`config.mk`:
```
export PLATFORM = sky130hd
export DESIGN_NAME = idfilt_mon
export DESIGN_NICKNAME = d
export VERILOG_FILES = /design/src/rtl/idfilt_pkg.sv /design/src/rtl/idfilt_regs.sv /design/src/rtl/idfilt_match.sv /design/src/rtl/idfilt_lane.sv /design/src/rtl/idfilt_mon.sv
export SDC_FILE = /design/constraint.sdc
export NUM_CORES = 1
export LEC_CHECK = 0
export BUFFER_PORTS_ARGS = -buffer_cell sky130_fd_sc_hd__buf_2
export CELL_PAD_IN_SITES_DETAIL_PLACEMENT = 0
export CELL_PAD_IN_SITES_GLOBAL_PLACEMENT = 1
export CORE_UTILIZATION = 35
export DETAILED_ROUTE_END_ITERATION = 8
export PLACE_DENSITY = 0.85
export SYNTH_ARGS = -nofsm -noshare
export SYNTH_HDL_FRONTEND = slang
export SYNTH_SLANG_ARGS = --single-unit
```
`constraint.sdc`:
```
create_clock -name clk -period 3.35 [get_ports clk]
set_input_delay 0.67 -clock clk [delete_from_list [all_inputs] [get_ports clk]]
set_output_delay 0.67 -clock clk [all_outputs]
set_load 0.01 [all_outputs]
```
`src/rtl/idfilt_pkg.sv`:
```
// Shared constants for the AXI ID filter stage.
// Assumes byte-addressed 32-bit registers and three traffic classes.
package idfilt_pkg;
    localparam int ID_W   = 18;
    localparam int DATA_W = 32;
    localparam int ADDR_W = 8;
    localparam int N_CLS  = 3;

    // Class index; the switch for class k sits at bit DATA_W-1-k.
    typedef enum logic [1:0] {
        CLS_RD_TXN  = 2'd0,
        CLS_WR_TXN  = 2'd1,
        CLS_RD_BEAT = 2'd2
    } cls_e;

    localparam logic [ADDR_W-1:0] CTRL_OFS  = 8'h00;
    localparam logic [ADDR_W-1:0] MATCH_OFS = 8'h04;
endpackage

```
`src/rtl/idfilt_regs.sv`:
```
// Holds the control word (class switches and mask) and the match word (reference ID).
// Assumes one write per cycle and full-word writes. Unused bits are never stored.
module idfilt_regs #(
    parameter int ADDR_W = 8,
    parameter int DATA_W = 32,
    parameter int ID_W   = 18,
    parameter int N_CLS  = 3,
    parameter logic [ADDR_W-1:0] CTRL_OFS  = '0,
    parameter logic [ADDR_W-1:0] MATCH_OFS = 4
) (
    input  logic              clk,
    input  logic              rst_n,
    input  logic              wr_en,
    input  logic [ADDR_W-1:0] addr,
    input  logic [DATA_W-1:0] wdata,
    output logic [DATA_W-1:0] rdata,
    output logic [N_CLS-1:0]  en_o,
    output logic [ID_W-1:0]   mask_o,
    output logic [ID_W-1:0]   cmp_o
);
    localparam logic [DATA_W-1:0] ID_KEEP   = {{(DATA_W-ID_W){1'b0}}, {ID_W{1'b1}}};
    localparam logic [DATA_W-1:0] EN_KEEP   = {{N_CLS{1'b1}}, {(DATA_W-N_CLS){1'b0}}};
    localparam logic [DATA_W-1:0] CTRL_KEEP = EN_KEEP | ID_KEEP;

    logic [DATA_W-1:0] ctrl_q;
    logic [DATA_W-1:0] match_q;

    // Register update: decode the offset and keep only the implemented bits.
    always_ff @(posedge clk) begin
        if (!rst_n) begin
            ctrl_q  <= '0;
            match_q <= '0;
        end else if (wr_en) begin
            if (addr == CTRL_OFS) begin
                ctrl_q <= wdata & CTRL_KEEP;
            end else if (addr == MATCH_OFS) begin
                match_q <= wdata & ID_KEEP;
            end
        end
    end

    // Read mux: return the addressed word, or zero for unmapped offsets.
    always_comb begin
        rdata = '0;
        if (addr == CTRL_OFS) begin
            rdata = ctrl_q;
        end else if (addr == MATCH_OFS) begin
            rdata = match_q;
        end
    end

    // Field slicing: one switch per class, counted down from the top bit.
    for (genvar k = 0; k < N_CLS; k++) begin : g_en
        assign en_o[k] = ctrl_q[DATA_W-1-k];
    end

    assign mask_o = ctrl_q[ID_W-1:0];
    assign cmp_o  = match_q[ID_W-1:0];
endmodule

```
`src/rtl/idfilt_match.sv`:
```
// Masked ID comparator. Purely combinational.
// Assumes a mask bit of 1 means "this bit must agree".
module idfilt_match #(
    parameter int ID_W = 18
) (
    input  logic [ID_W-1:0] id_i,
    input  logic [ID_W-1:0] cmp_i,
    input  logic [ID_W-1:0] mask_i,
    output logic            hit_o
);
    logic [ID_W-1:0] diff;

    // Compare: a masked bit that differs blocks the match.
    always_comb begin
        diff  = (id_i ^ cmp_i) & mask_i;
        hit_o = (diff == '0);
    end
endmodule

```
`src/rtl/idfilt_lane.sv`:
```
// One traffic class: gates its strobe with its switch and the masked match,
// then registers the result into a one-cycle event pulse.
// Assumes the strobe is high for one cycle per event.
module idfilt_lane #(
    parameter int ID_W = 18
) (
    input  logic            clk,
    input  logic            rst_n,
    input  logic            en_i,
    input  logic            vld_i,
    input  logic [ID_W-1:0] id_i,
    input  logic [ID_W-1:0] cmp_i,
    input  logic [ID_W-1:0] mask_i,
    output logic            ev_o
);
    logic match;
    logic ev_q;

    idfilt_match #(.ID_W(ID_W)) u_match (
        .id_i   (id_i),
        .cmp_i  (cmp_i),
        .mask_i (mask_i),
        .hit_o  (match)
    );

    // Pulse register: one output cycle for each qualifying strobe cycle.
    always_ff @(posedge clk) begin
        if (!rst_n) begin
            ev_q <= 1'b0;
        end else begin
            ev_q <= vld_i & en_i & match;
        end
    end

    assign ev_o = ev_q;
endmodule

```
`src/rtl/idfilt_mon.sv`:
```
// AXI ID filter stage in front of three event counters.
// Each class has its own strobe and ID, and shares the mask and reference with the others.
// Outputs are registered, so each pulse comes one cycle after its strobe.
module idfilt_mon
    import idfilt_pkg::*;
(
    input  logic              clk,
    input  logic              rst_n,
    input  logic              reg_wr_en,
    input  logic [ADDR_W-1:0] reg_addr,
    input  logic [DATA_W-1:0] reg_wdata,
    output logic [DATA_W-1:0] reg_rdata,
    input  logic              rd_txn_vld,
    input  logic [ID_W-1:0]   rd_txn_id,
    input  logic              wr_txn_vld,
    input  logic [ID_W-1:0]   wr_txn_id,
    input  logic              rd_beat_vld,
    input  logic [ID_W-1:0]   rd_beat_id,
    output logic              rd_txn_hit,
    output logic              wr_txn_hit,
    output logic              rd_beat_hit
);
    logic [N_CLS-1:0]           en_q;
    logic [ID_W-1:0]            mask_q;
    logic [ID_W-1:0]            cmp_q;
    logic [N_CLS-1:0]           vld_v;
    logic [N_CLS-1:0][ID_W-1:0] id_v;
    logic [N_CLS-1:0]           hit_v;

    idfilt_regs #(
        .ADDR_W    (ADDR_W),
        .DATA_W    (DATA_W),
        .ID_W      (ID_W),
        .N_CLS     (N_CLS),
        .CTRL_OFS  (CTRL_OFS),
        .MATCH_OFS (MATCH_OFS)
    ) u_regs (
        .clk    (clk),
        .rst_n  (rst_n),
        .wr_en  (reg_wr_en),
        .addr   (reg_addr),
        .wdata  (reg_wdata),
        .rdata  (reg_rdata),
        .en_o   (en_q),
        .mask_o (mask_q),
        .cmp_o  (cmp_q)
    );

    // Gather the class inputs into vectors indexed by class.
    always_comb begin
        vld_v[CLS_RD_TXN]  = rd_txn_vld;
        vld_v[CLS_WR_TXN]  = wr_txn_vld;
        vld_v[CLS_RD_BEAT] = rd_beat_vld;
        id_v[CLS_RD_TXN]   = rd_txn_id;
        id_v[CLS_WR_TXN]   = wr_txn_id;
        id_v[CLS_RD_BEAT]  = rd_beat_id;
    end

    for (genvar k = 0; k < N_CLS; k++) begin : g_lane
        idfilt_lane #(.ID_W(ID_W)) u_lane (
            .clk    (clk),
            .rst_n  (rst_n),
            .en_i   (en_q[k]),
            .vld_i  (vld_v[k]),
            .id_i   (id_v[k]),
            .cmp_i  (cmp_q),
            .mask_i (mask_q),
            .ev_o   (hit_v[k])
        );
    end

    assign rd_txn_hit  = hit_v[CLS_RD_TXN];
    assign wr_txn_hit  = hit_v[CLS_WR_TXN];
    assign rd_beat_hit = hit_v[CLS_RD_BEAT];
endmodule

```
==> results.sh <==
export IMPL_period_share_pct=78.40
export IMPL_postCtsSetupRepairBufs=0
export IMPL_start_util_pct=36.74
export IMPL_worstPathRequired_ns=2.68
export IMPL_grt_max_degree=26
export IMPL_cp_slowest_stage_delay_ns=0.37
export IMPL_finalMaxSlewViolations=0
export IMPL_r2r_cells=3
export IMPL_postRouteAntennaNets=0
export IMPL_crit_type="input port to primary output"
export IMPL_yosysSeqAreaShare_pct=31.05
export IMPL_synth_top_area_share_pct=31.05
export IMPL_area_delta_synth_final_pct=21.67
export IMPL_synth_cells_most_frequent="xor2_1, dfxtp_1, nand2_1"
export IMPL_antenna_cells=0
export IMPL_syn_avg_cell_area_um2=8.995
export IMPL_cts_sinks=42
export IMPL_cp_common_cell="buf_2"
export IMPL_cts_resized=0
export IMPL_ir_drop_mv=0.1593
export IMPL_synth_most_common_cell="xor2_1"
export IMPL_gr_usage_all_layers_pct=18.93
export IMPL_cts_buffers=5
export IMPL_synth_area_leaders="dfxtp_1, xor2_1, mux2i_1"
export IMPL_fin_total_pwr_mw=0.9188
export IMPL_nNetsFinal=492
export IMPL_hpwl_um=5917
export IMPL_ys_seq_elements=42
export IMPL_vias=2415
export IMPL_async_reset_ff_share_pct=0
export IMPL_yosys_warnings=0
export IMPL_h_tree_depth=2
export IMPL_synth_edf_count=0
export IMPL_clk_latency_ns=0.29
export IMPL_clkSlewWorstSetupHoldPaths_ns=0.08
export IMPL_setup_viol=0
export IMPL_hold_depth=2
export IMPL_grt_pass1_wl_um=12030
export IMPL_dominantRegCellSynth="dfxtp_1"
export IMPL_cts_buffer_depth=2
export IMPL_wl_per_cell_um=15.80
export IMPL_first_pass_iters=4
export IMPL_stdcell_count=491
export IMPL_overflow=0
export IMPL_worst_pin_slew_ns=0.7853
export IMPL_holdBufCountCts=0
export IMPL_gp_congestion=0.7758
export IMPL_fmax_mhz=380.8
export IMPL_vias_per_cell=4.919
export IMPL_crit_arrival_ns=1.96
export IMPL_dpl_worst_slack_ns=0.7296
export IMPL_drive_gt1_share_pct=31.89
export IMPL_path_cells="buf_2 > nor3_1 > nand2_1 > nor2_1 > buf_4 > a22o_1 > buf_2"
export IMPL_wl_um=7756
export IMPL_crit_path_start_kind="input port"
export IMPL_cp_max_fo=21
export IMPL_fin_ws_ns=0.7237
export IMPL_rsz0062_at_grt="no"
export IMPL_synth_area_um2=2708
export IMPL_fin_skew_ns=0.005103
export IMPL_final_area_um2=3294
export IMPL_synth_top_area_cell="dfxtp_1"
export IMPL_slew_headroom_pct=47.65
export IMPL_placed_cell_area_um2=3216
export IMPL_power_leakage_nw=1.517
export IMPL_drc_errors=0
export IMPL_power_density_nw_per_um2=278.9
export IMPL_cts_tree="done"
export IMPL_critPathSlowestCell="nor3_1"
export IMPL_chipHeight_um=89.96
export IMPL_grt_pass1_vias=2345
export IMPL_cts_root_buf="clkbuf_8"
export IMPL_port_buffers=112
export IMPL_drt_iter0_drc=92
export IMPL_fin_tns_setup_ns=0
export IMPL_hp_class="register to register"
export IMPL_die_area_um2=8092
export IMPL_cp_end_kind="primary output"
export IMPL_maxCapViolCount=0
export IMPL_status="finished, final reports clean"
export IMPL_core_area_um2=7370
export IMPL_fin_crit_ns=2.626
export IMPL_io_pin_count=135
export IMPL_die_width_um=89.96
export IMPL_antenna_found_initial=0
export IMPL_synth_cell_types=27
export IMPL_hold_viol=0
export IMPL_syn_instance_count=301
export IMPL_rows=31
export IMPL_dp_cells=484
## final timing paths
check,from,end,slack [ns]
max,reg_addr[3],reg_rdata[11],0.72
max reg2reg,u_regs.match_q[0],g_lane[0].u_lane.ev_o,1.95
min,u_regs.match_q[7],u_regs.match_q[7],0.54
min reg2reg,u_regs.match_q[7],u_regs.match_q[7],0.54
## stage by stage
stage	utilization [%]	hold slack (ns)
after floorplan	-	0.4964
after global placement	43.63	0.5115
after detailed placement	43.63	0.5289
after CTS	44.70	0.5378
after global routing	44.70	0.5586
final	44.70	0.5386
## sequential cells by signal, indices dropped and copies added (netlist names)
signal / cells
g_lane.u_lane.ev_o: 3
u_regs.match_q: 18
u_regs.ctrl_q: 21
## worst max-delay path, delay by kind of cell
family	cells	cell delay, ns
AO/OA/AOI/OAI	1	0.21
buffers and inverters	3	0.51
AND/OR/NAND/NOR	3	0.57
## where the power goes
part           switching [mW]  leakage [nW]  internal [mW]
sequential           0.000892         0.338          0.499
combinational          0.0529          1.13         0.0584
clock                   0.167        0.0438          0.140
total                   0.221          1.52          0.698
## layout by cell type, fill, tap and decap left out, types with 9 or more instances in the layout
| cell | count |
|---|---|
| mux2i_1 | 21 |
| nand2_1 | 37 |
| a22oi_1 | 9 |
| buf_2 | 112 |
| nor2b_1 | 21 |
| a21boi_1 | 10 |
| dfxtp_1 | 42 |
| a22o_1 | 24 |
| conb_1 | 11 |
| xor2_1 | 54 |
## cell families (layout without fill, tap and decap cells)
kind of cell,count (synthesis),after routing,synth area share [%]
xor+xnor,54,54,17.47
mux,21,21,7.763
compound gates,63,63,18.85
other cells,1,11,0.1385
flops,42,42,31.05
simple gates,77,77,15.43
buf+inv,43,124,9.288
## layout make-up
cell class / instances / area, µm²
fillers: 771 / 4075
multi-input cells: 226 / 1653
flip-flops and latches: 42 / 840.8
repair buffers: 117 / 598.1
well taps: 99 / 123.9
clock buffers: 5 / 68.82
clock inverters: 2 / 10.01
## per-layer routing
layer,vias up,routed length [µm],part of all wire [%],track usage [%]
li1,1194,-,-,-
met1,1125,3556,46,24.73
met2,88,3606,46,32.18
met3,8,505,6.5,4.061
met4,0,87,1.1,3.763
met5,-,0,0,0
No activity file was read; power rests on OpenSTA's default activity.
